### src/rtl/cap_pkg.sv
package cap_pkg;

   typedef enum logic [1:0] {
      CAP_ARMED = 2'd0,
      CAP_POST  = 2'd1,
      CAP_DONE  = 2'd2
   } cap_state_e;

   // writes still owed after the trigger-edge write, per mode
   function automatic int post_len(input int depth, input int mode);
      case (mode)
         1:       return depth - 1;
         2:       return depth / 2;
         default: return 0;
      endcase
   endfunction

endpackage

### src/rtl/cap_ctrl.sv
module cap_ctrl
   import cap_pkg::*;
#(
   parameter int DEPTH = 16,
   parameter int MODE  = 2,
   localparam int AW   = $clog2(DEPTH)
) (
   input  logic          clk,
   input  logic          rst,
   input  logic          en,
   input  logic          trig,
   output logic          we,
   output logic [AW-1:0] wptr,
   output logic          done,
   output logic          armed
);

   localparam int CW     = AW + 1;
   localparam int POST_N = post_len(DEPTH, MODE);

   cap_state_e    state;
   logic [CW-1:0] remain;
   logic          hit;
   logic          arm_we;
   cap_state_e    after_hit;

   assign hit = en && trig;

   generate
      if (MODE == 0) begin : g_pre
         assign arm_we    = en && !trig;
         assign after_hit = CAP_DONE;
      end else if (MODE == 1) begin : g_post
         assign arm_we    = hit;
         assign after_hit = CAP_POST;
      end else begin : g_split
         assign arm_we    = en;
         assign after_hit = CAP_POST;
      end
   endgenerate

   always_comb begin
      case (state)
         CAP_ARMED: we = arm_we;
         CAP_POST:  we = en;
         default:   we = 1'b0;
      endcase
   end

   always_ff @(posedge clk) begin
      if (rst) begin
         state  <= CAP_ARMED;
         wptr   <= '0;
         remain <= '0;
      end else begin
         if (we) wptr <= wptr + 1'b1;
         case (state)
            CAP_ARMED: begin
               if (hit) begin
                  state  <= after_hit;
                  remain <= CW'(POST_N);
               end
            end
            CAP_POST: begin
               if (en) begin
                  remain <= remain - 1'b1;
                  if (remain == CW'(1)) state <= CAP_DONE;
               end
            end
            default: state <= CAP_DONE;
         endcase
      end
   end

   assign done  = (state == CAP_DONE);
   assign armed = (state == CAP_ARMED);

endmodule

### src/rtl/cap_readmap.sv
module cap_readmap #(
   parameter int DEPTH = 16,
   localparam int AW   = $clog2(DEPTH)
) (
   input  logic [AW-1:0] addr,
   input  logic [AW-1:0] base,
   output logic [AW-1:0] phys
);
   // oldest entry sits at the next write slot; wrap is implicit in AW bits
   assign phys = addr + base;
endmodule

### src/rtl/cap_store.sv
module cap_store #(
   parameter int WIDTH = 8,
   parameter int DEPTH = 16,
   localparam int AW   = $clog2(DEPTH)
) (
   input  logic             clk,
   input  logic             rst,
   input  logic             we,
   input  logic [AW-1:0]    waddr,
   input  logic [WIDTH-1:0] wdata,
   input  logic [AW-1:0]    raddr,
   output logic [WIDTH-1:0] rdata
);

   logic [WIDTH-1:0] mem [DEPTH];
   logic [DEPTH-1:0] filled;

   always_ff @(posedge clk) begin
      if (we) mem[waddr] <= wdata;
   end

   always_ff @(posedge clk) begin
      if (rst) begin
         filled <= '0;
         rdata  <= '0;
      end else begin
         if (we) filled[waddr] <= 1'b1;
         rdata <= filled[raddr] ? mem[raddr] : '0;
      end
   end

endmodule

### src/rtl/trig_capture.sv
module trig_capture #(
   parameter int WIDTH = 8,
   parameter int DEPTH = 16,
   parameter int MODE  = 2,
   localparam int AW   = $clog2(DEPTH)
) (
   input  logic             clk,
   input  logic             rst,
   input  logic             en,
   input  logic [WIDTH-1:0] data_in,
   input  logic             trig,
   input  logic [AW-1:0]    addr,
   output logic [WIDTH-1:0] data_out,
   output logic             done
);

   generate
      if (WIDTH < 1) begin : g_bad_width
         $error("trig_capture: WIDTH must be at least 1");
      end
      if (DEPTH < 4 || (1 << AW) != DEPTH) begin : g_bad_depth
         $error("trig_capture: DEPTH must be a power of two, 4 or more");
      end
      if (MODE < 0 || MODE > 2) begin : g_bad_mode
         $error("trig_capture: MODE must be 0, 1 or 2");
      end
   endgenerate

   logic          we;
   logic [AW-1:0] wptr;
   logic [AW-1:0] phys;
   logic          armed;

   cap_ctrl #(.DEPTH(DEPTH), .MODE(MODE)) u_ctrl (
      .clk   (clk),
      .rst   (rst),
      .en    (en),
      .trig  (trig),
      .we    (we),
      .wptr  (wptr),
      .done  (done),
      .armed (armed)
   );

   cap_readmap #(.DEPTH(DEPTH)) u_map (
      .addr (addr),
      .base (wptr),
      .phys (phys)
   );

   cap_store #(.WIDTH(WIDTH), .DEPTH(DEPTH)) u_store (
      .clk   (clk),
      .rst   (rst),
      .we    (we),
      .waddr (wptr),
      .wdata (data_in),
      .raddr (phys),
      .rdata (data_out)
   );

endmodule

### config.mk
export PLATFORM = sky130hd
export DESIGN_NAME = trig_capture
export DESIGN_NICKNAME = d
export VERILOG_FILES = /design/src/rtl/cap_pkg.sv /design/src/rtl/cap_ctrl.sv /design/src/rtl/cap_readmap.sv /design/src/rtl/cap_store.sv /design/src/rtl/trig_capture.sv
export SDC_FILE = /design/constraint.sdc
export NUM_CORES = 1
export LEC_CHECK = 0
export ABC_CLOCK_PERIOD_IN_PS = 3500
export BUFFER_PORTS_ARGS = -buffer_cell sky130_fd_sc_hd__buf_2
export CAP_MARGIN = 25
export CORE_MARGIN = 4
export CORE_UTILIZATION = 61
export DETAILED_ROUTE_END_ITERATION = 6
export GPL_TIMING_DRIVEN = 1
export PLACE_DENSITY = 0.79
export SLEW_MARGIN = 40
export SYNTH_ARGS = -nofsm -noshare
export SYNTH_HDL_FRONTEND = slang
export SYNTH_SLANG_ARGS = --single-unit
### constraint.sdc
create_clock -name clk -period 3.5 [get_ports clk]
set_input_delay 0.7 -clock clk [delete_from_list [all_inputs] [get_ports clk]]
set_output_delay 0.7 -clock clk [all_outputs]
set_load 0.005 [all_outputs]
### Yosys cells after proc, flatten, opt, wreduce, memory -nomap -nowiden

Memory sizes are Yosys's and may differ from the RTL's. A register that Yosys moved wholly into a read port is not among the register bits.
Index checks and enable logic that the tools add are counted.
Widths: inputs -> output; s select.

| operators by class | value |
|---|---|
| add/sub/neg operators | 3 |
| magnitude comparators | 3 |
| equal/unequal tests | 6 |
| muxes and demuxes | 14 |
| bitwise operators | 2 |
| reduce and logical (&&, ||, !) cells | 8 |

Operators with widths:

| operator | count |
|---|---|
| $or 16x16->16 | 1 |
| $lt 4x5->1 const B | 2 |
| $mux 5 | 2 |
| $pmux 5 s2 | 1 |
| $mux 2 | 3 |
| $reduce_and 3->1 | 2 |
| $eq 5x1->1 const B | 1 |
| $mux 1 | 5 |
| $sub 5x1->5 const B | 1 |
| $add 4x1->4 const B | 1 |
| $add 4x4->4 | 1 |
| $bmux 1 s4 | 1 |
| $demux 1 s4 | 1 |
| $ge 4x1->1 const B | 1 |
| $ne 2x1->1 const B | 2 |
| $pmux 2 s2 | 1 |
| $reduce_or 2->1 | 2 |
| $eq 2x1->1 const B | 1 |
| $eq 2x2->1 const B | 1 |
| $logic_and 1x1->1 | 2 |
| $logic_not 2->1 | 1 |
| $ne 2x2->1 const B | 1 |
| $reduce_bool 2->1 | 1 |
| $not 1->1 | 1 |

| word-level totals | value |
|---|---|
| register bits | 27 |
| bits in writable memories | 128 |
| bits of input ports | 16 |
| output and inout port bits | 9 |
| word-level logic and storage cells | 41 |
| memories | 1 |

Memory list:

| name | depth | width | rd ports | clocked after Yosys merged registers in | write ports | line | text |
|---|---|---|---|---|---|---|---|
| u_store.mem | 16 | 8 | 1 | 1 | 1 | cap_store.sv:15 | `logic [WIDTH-1:0] mem [DEPTH];` |

### Logic depth before layout (Yosys ltp)

| logic depth | value |
|---|---|
| depth in word-level cells | 5 |
| mapped depth | 8 |
| mapped depth without buffers | 6 |

### Cells and area by module

A second synthesis with hierarchy kept.

| unflattened totals | value |
|---|---|
| cells, all modules | 365 |
| area, all modules | 6566.3 sq um |

Modules (own cells, without submodules):

| module | times used | cells each | area an instance (sq um) | sequential area each (sq um) |
|---|---|---|---|---|
| cap_store | 1 | 295 | 5914.4 | 4324.1 |
| cap_ctrl | 1 | 61 | 551.8 | 220.2 |
| cap_readmap | 1 | 9 | 100.1 | 0.0 |

### Worst setup path before layout

OpenSTA, ideal clock, no wires.

| timing path | value |
|---|---|
| kind | input port to flip-flop |
| start point | input port addr[0] |
| end point | register u_store.rdata[2], read port of u_store.mem |
| library setup time | 146 ps |
| data arrival time | 2771 ps |
| data required time | 3354 ps |
| path slack | 584 ps |
| stages | 8 |
| path through | ha_1 fa_1 buf_2 buf_1 mux4_2 nor2b_1 a2111oi_0 a221oi_1 |

| between the ends | value |
|---|---|
| word-level cells in the longest chain between the ends | 5 |

RTL lines:

| item | line | text |
|---|---|---|
| start, declared | trig_capture.sv:12 | `input logic [AW-1:0] addr,` |
| $add 4x4->4 * | cap_readmap.sv:10 | `assign phys = addr + base;` |
| $bmux 1 s4 | cap_store.sv:28 | `rdata <= filled[raddr] ? mem[raddr] : '0;` |
| $mux 1 (not written as such) | cap_store.sv:28 |  |
| $not 1->1 (no source line) | -- |  |
| $reduce_or 2->1 (no source line) | -- |  |
| end, declared | cap_store.sv:12 | `output logic [WIDTH-1:0] rdata` |

Mark *: on every way between the ends. The rest lies on a longest branch, timed or not. The select of a mux whose other input is x is not followed.
A chain may end at the register's enable or synchronous reset.

### Worst setup path after layout

| timing path | value |
|---|---|
| start point | register u_ctrl.wptr[0] |
| end point | register u_store.rdata[7], read port of u_store.mem |

| between the ends | value |
|---|---|
| word-level cells in the longest chain between the ends | 5 |

RTL lines:

| item | line | text |
|---|---|---|
| start, declared | cap_ctrl.sv:13 | `output logic [AW-1:0] wptr,` |
| start signal, assigned | cap_ctrl.sv:56 | `if (we) wptr <= wptr + 1'b1;` |
| $add 4x4->4 * | cap_readmap.sv:10 |  |
| $bmux 1 s4 | cap_store.sv:28 |  |
| $mux 1 (not written as such) | cap_store.sv:28 |  |
| $not 1->1 (no source line) | -- |  |
| $reduce_or 2->1 (no source line) | -- |  |

Marks and branches as above.

==> results.txt <==
Metal-1 WL = 5360 um
Max-slew violations = 0
Crit path kind = register to register
Type of the tightest min-delay check = register to register
Required time worst endpoint = 3920 ps
Maximum capacitance violations = 0
Avg Cell Area, Syn = 17.7 um^2
Top Metal Used = met4
CTS buffer count = 17
CP Max Fanout = 15
WL met3 = 985 um
Synthesized netlist cell count = 363
Post-synth EDFFs = 128
Fin crit share = 85.3%
CP endpoint kind = register
WHS Endpoint = u_store.filled[7]
Crit-path cells = ha_2 > fa_2 > mux4_2 > mux2i_1 > or4_1 > a221oi_1
CP max stage delay = 840 ps
Clock sink count = 163
Commonest non-fill, non-tap cell in the layout = edfxtp_1
Minimum clock period = 2980 ps
Die Wd = 111 um
Initial drt markers = 358
Layout Nets = 433
First-pass GRT wire length = 21700 um
Reg-to-reg slack, setup = 520 ps
Asr flop ratio synth = 0%
Seq/Total Area, Yosys = 70.7%
Port Buffer Count = 24
Worst r2r path cells = 6
Maximum buffer depth of the clock tree = 2
Via density = 6.41
Mapped Nets = 389
Worst-Skew Late Latency = 530 ps
CTS Hold Bufs = 0
Fillers = 623
Final Hold Viols = 0
Most frequent cells in the layout = edfxtp_1 (128), mux4_2 (36), dfxtp_1 (35)
Top_reg_cell synth = edfxtp_1
Status = completed
Post-Syn Area = 6430 um^2
CTS clk-pin slew, worst paths = 70 ps
Gpl congestion = 0.821
Routed via count = 3564
DRT antenna net count = 0
Drc violations = 0
Placed wire-length estimate = 8470 um
Flops & latches, synth = 163
Pin count of the biggest net entering global routing = 26
# rows = 37
Core area = 10300 um^2
Worst Path Buf+Inv = 0
Pin slew with the least headroom to its limit = 727 ps
Grt ovf = 0
Vias in the first global route = 3736
Worst vdd ir = 0.325 mV
Root buf cell = clkbuf_8
H-tree depth = 4
Total track usage = 24.1%
# resized after CTS = 0
Reg-to-reg endpoint = u_store.rdata[7]
Distinct cells, synth = 39
Share of cells above drive strength 1 = 29.0%
Final wirelength = 13800 um
Worst hold slack = 464 ps
Setup violations, final = 0
# diodes = 0
Ports = 25
Metal2 WL = 7120 um
CP max-delay cell = fa_2
Worst R2R Start = u_ctrl.wptr[0]
Hold Path Stages = 2
Initial core utilization = 62.5%
Clock Skews = 6.70 ps
PD cells = 597 nW/um^2
Initial antenna violation count = 0
Pre-Repair DR Iteration Count = 4
Setup TNS = 0 ps
P&R area growth vs syn = 15.7%
Max transition margin = 51.2%
Die Span Y = 111 um
TritonCTS clock tree = done
Synth warn = 0
Pleak = 2.58 nW
RSZ-0062 raised after global routing = false
HP Start = u_store.filled[7]
Crit start category = register
Routed wire per std cell = 24.8 um
FMAX = 335 MHz
Top delay family on crit path = adder cells
Postcts setup bufs = 0
Overall die area = 12200 um^2
CP arrival = 3400 ps
## power by group
| part | leakage (nW) | total (mW) | internal, mW | switching, mW |
|---|---|---|---|---|
| clock | 0.310 | 1.87 | 1.14 | 0.730 |
| combinational | 0.834 | 0.438 | 0.208 | 0.229 |
| sequential | 1.44 | 2.13 | 2.12 | 0.0173 |
| total | 2.58 | 4.44 | 3.46 | 0.977 |
## worst max-delay path by stage
stage                     slack, ps            from                to  cells after the start
after floorplan                 580         addr[0]  u_store.rdata[2]                      8
after global placement          230         addr[0]  u_store.rdata[2]                      7
after detailed placement        110         addr[0]  u_store.rdata[0]                      7
after CTS                       500  u_ctrl.wptr[0]  u_store.rdata[7]                      6
after global routing            370  u_ctrl.wptr[0]  u_store.rdata[3]                      6
final                           520  u_ctrl.wptr[0]  u_store.rdata[7]                      6
## metal layers
layer | vias up | global-route usage [%]
met5 | - | 0
met4 | 0 | 8.05
met3 | 23 | 6.79
met2 | 169 | 39.6
met1 | 1841 | 31.2
li1 | 1531 | -
## sequential cells by signal (all words and copies together), names as in the netlist
signal	count
u_ctrl.remain	5
u_ctrl.state	2
u_ctrl.wptr	4
u_store.filled	16
u_store.mem	128
u_store.rdata	8
## metrics by stage
| step | area [um^2] | cells | util [%] | setup slack [ps] | total power [mW] |
|---|---|---|---|---|---|
| detailed placement | 6810 | 523 | 66.3 | 113 | 2.61 |
| global route | 7430 | 556 | 72.3 | 375 | 4.59 |
| finish | 7430 | 556 | 72.3 | 516 | 4.44 |
| CTS | 7430 | 555 | 72.3 | 496 | 4.47 |
| global placement | 6810 | 523 | 66.3 | 229 | 2.59 |
| floorplan | 6430 | 363 | - | 584 | 2.47 |
## Yosys cell counts (4+ instances only)
master	count	area (um^2)
nand3_1	4	20.0
clkbuf_1	10	37.5
ha_1	9	113
a21oi_1	6	30.0
mux4_2	36	811
mux2i_1	10	100
inv_1	6	22.5
nand3b_1	6	45.0
nor2_1	34	128
a2111oi_0	8	70.1
nor2b_1	8	50.1
edfxtp_1	128	3840
buf_2	7	35.0
nor3_1	6	30.0
dfxtp_1	35	701
a221oi_1	9	78.8
o21a_1	9	67.6
## worst min-delay path: stages, from the launching register on
cell and delay, ps:
dfxtp_1 320, nor2_1 40, nor2_1 70
## cell type report
type	instances	area [um^2]	share of cell area [%]
sequential	163	4540	61.1
multi-input combinational	172	1770	23.8
clock buffer	23	532	7.15
timing repair buffer	47	315	4.24
tap	136	170	2.29
clock inverter	9	83.8	1.13
inverter	6	22.5	0.303
## kinds of logic (layout without fill, tap and decap cells)
family,Yosys count,in the layout,share of synthesized area (%)
flip-flops,163,163,70.7
AND/OR/NAND/NOR,71,71,5.47
multiplexers,47,47,14.3
AO/OA/AOI/OAI,39,39,4.65
buffers and inverters,28,85,1.95
adder cells (fa/ha/maj),10,10,2.06
XOR/XNOR,5,5,0.798
Note: power is estimated with default switching activity, not from simulation.
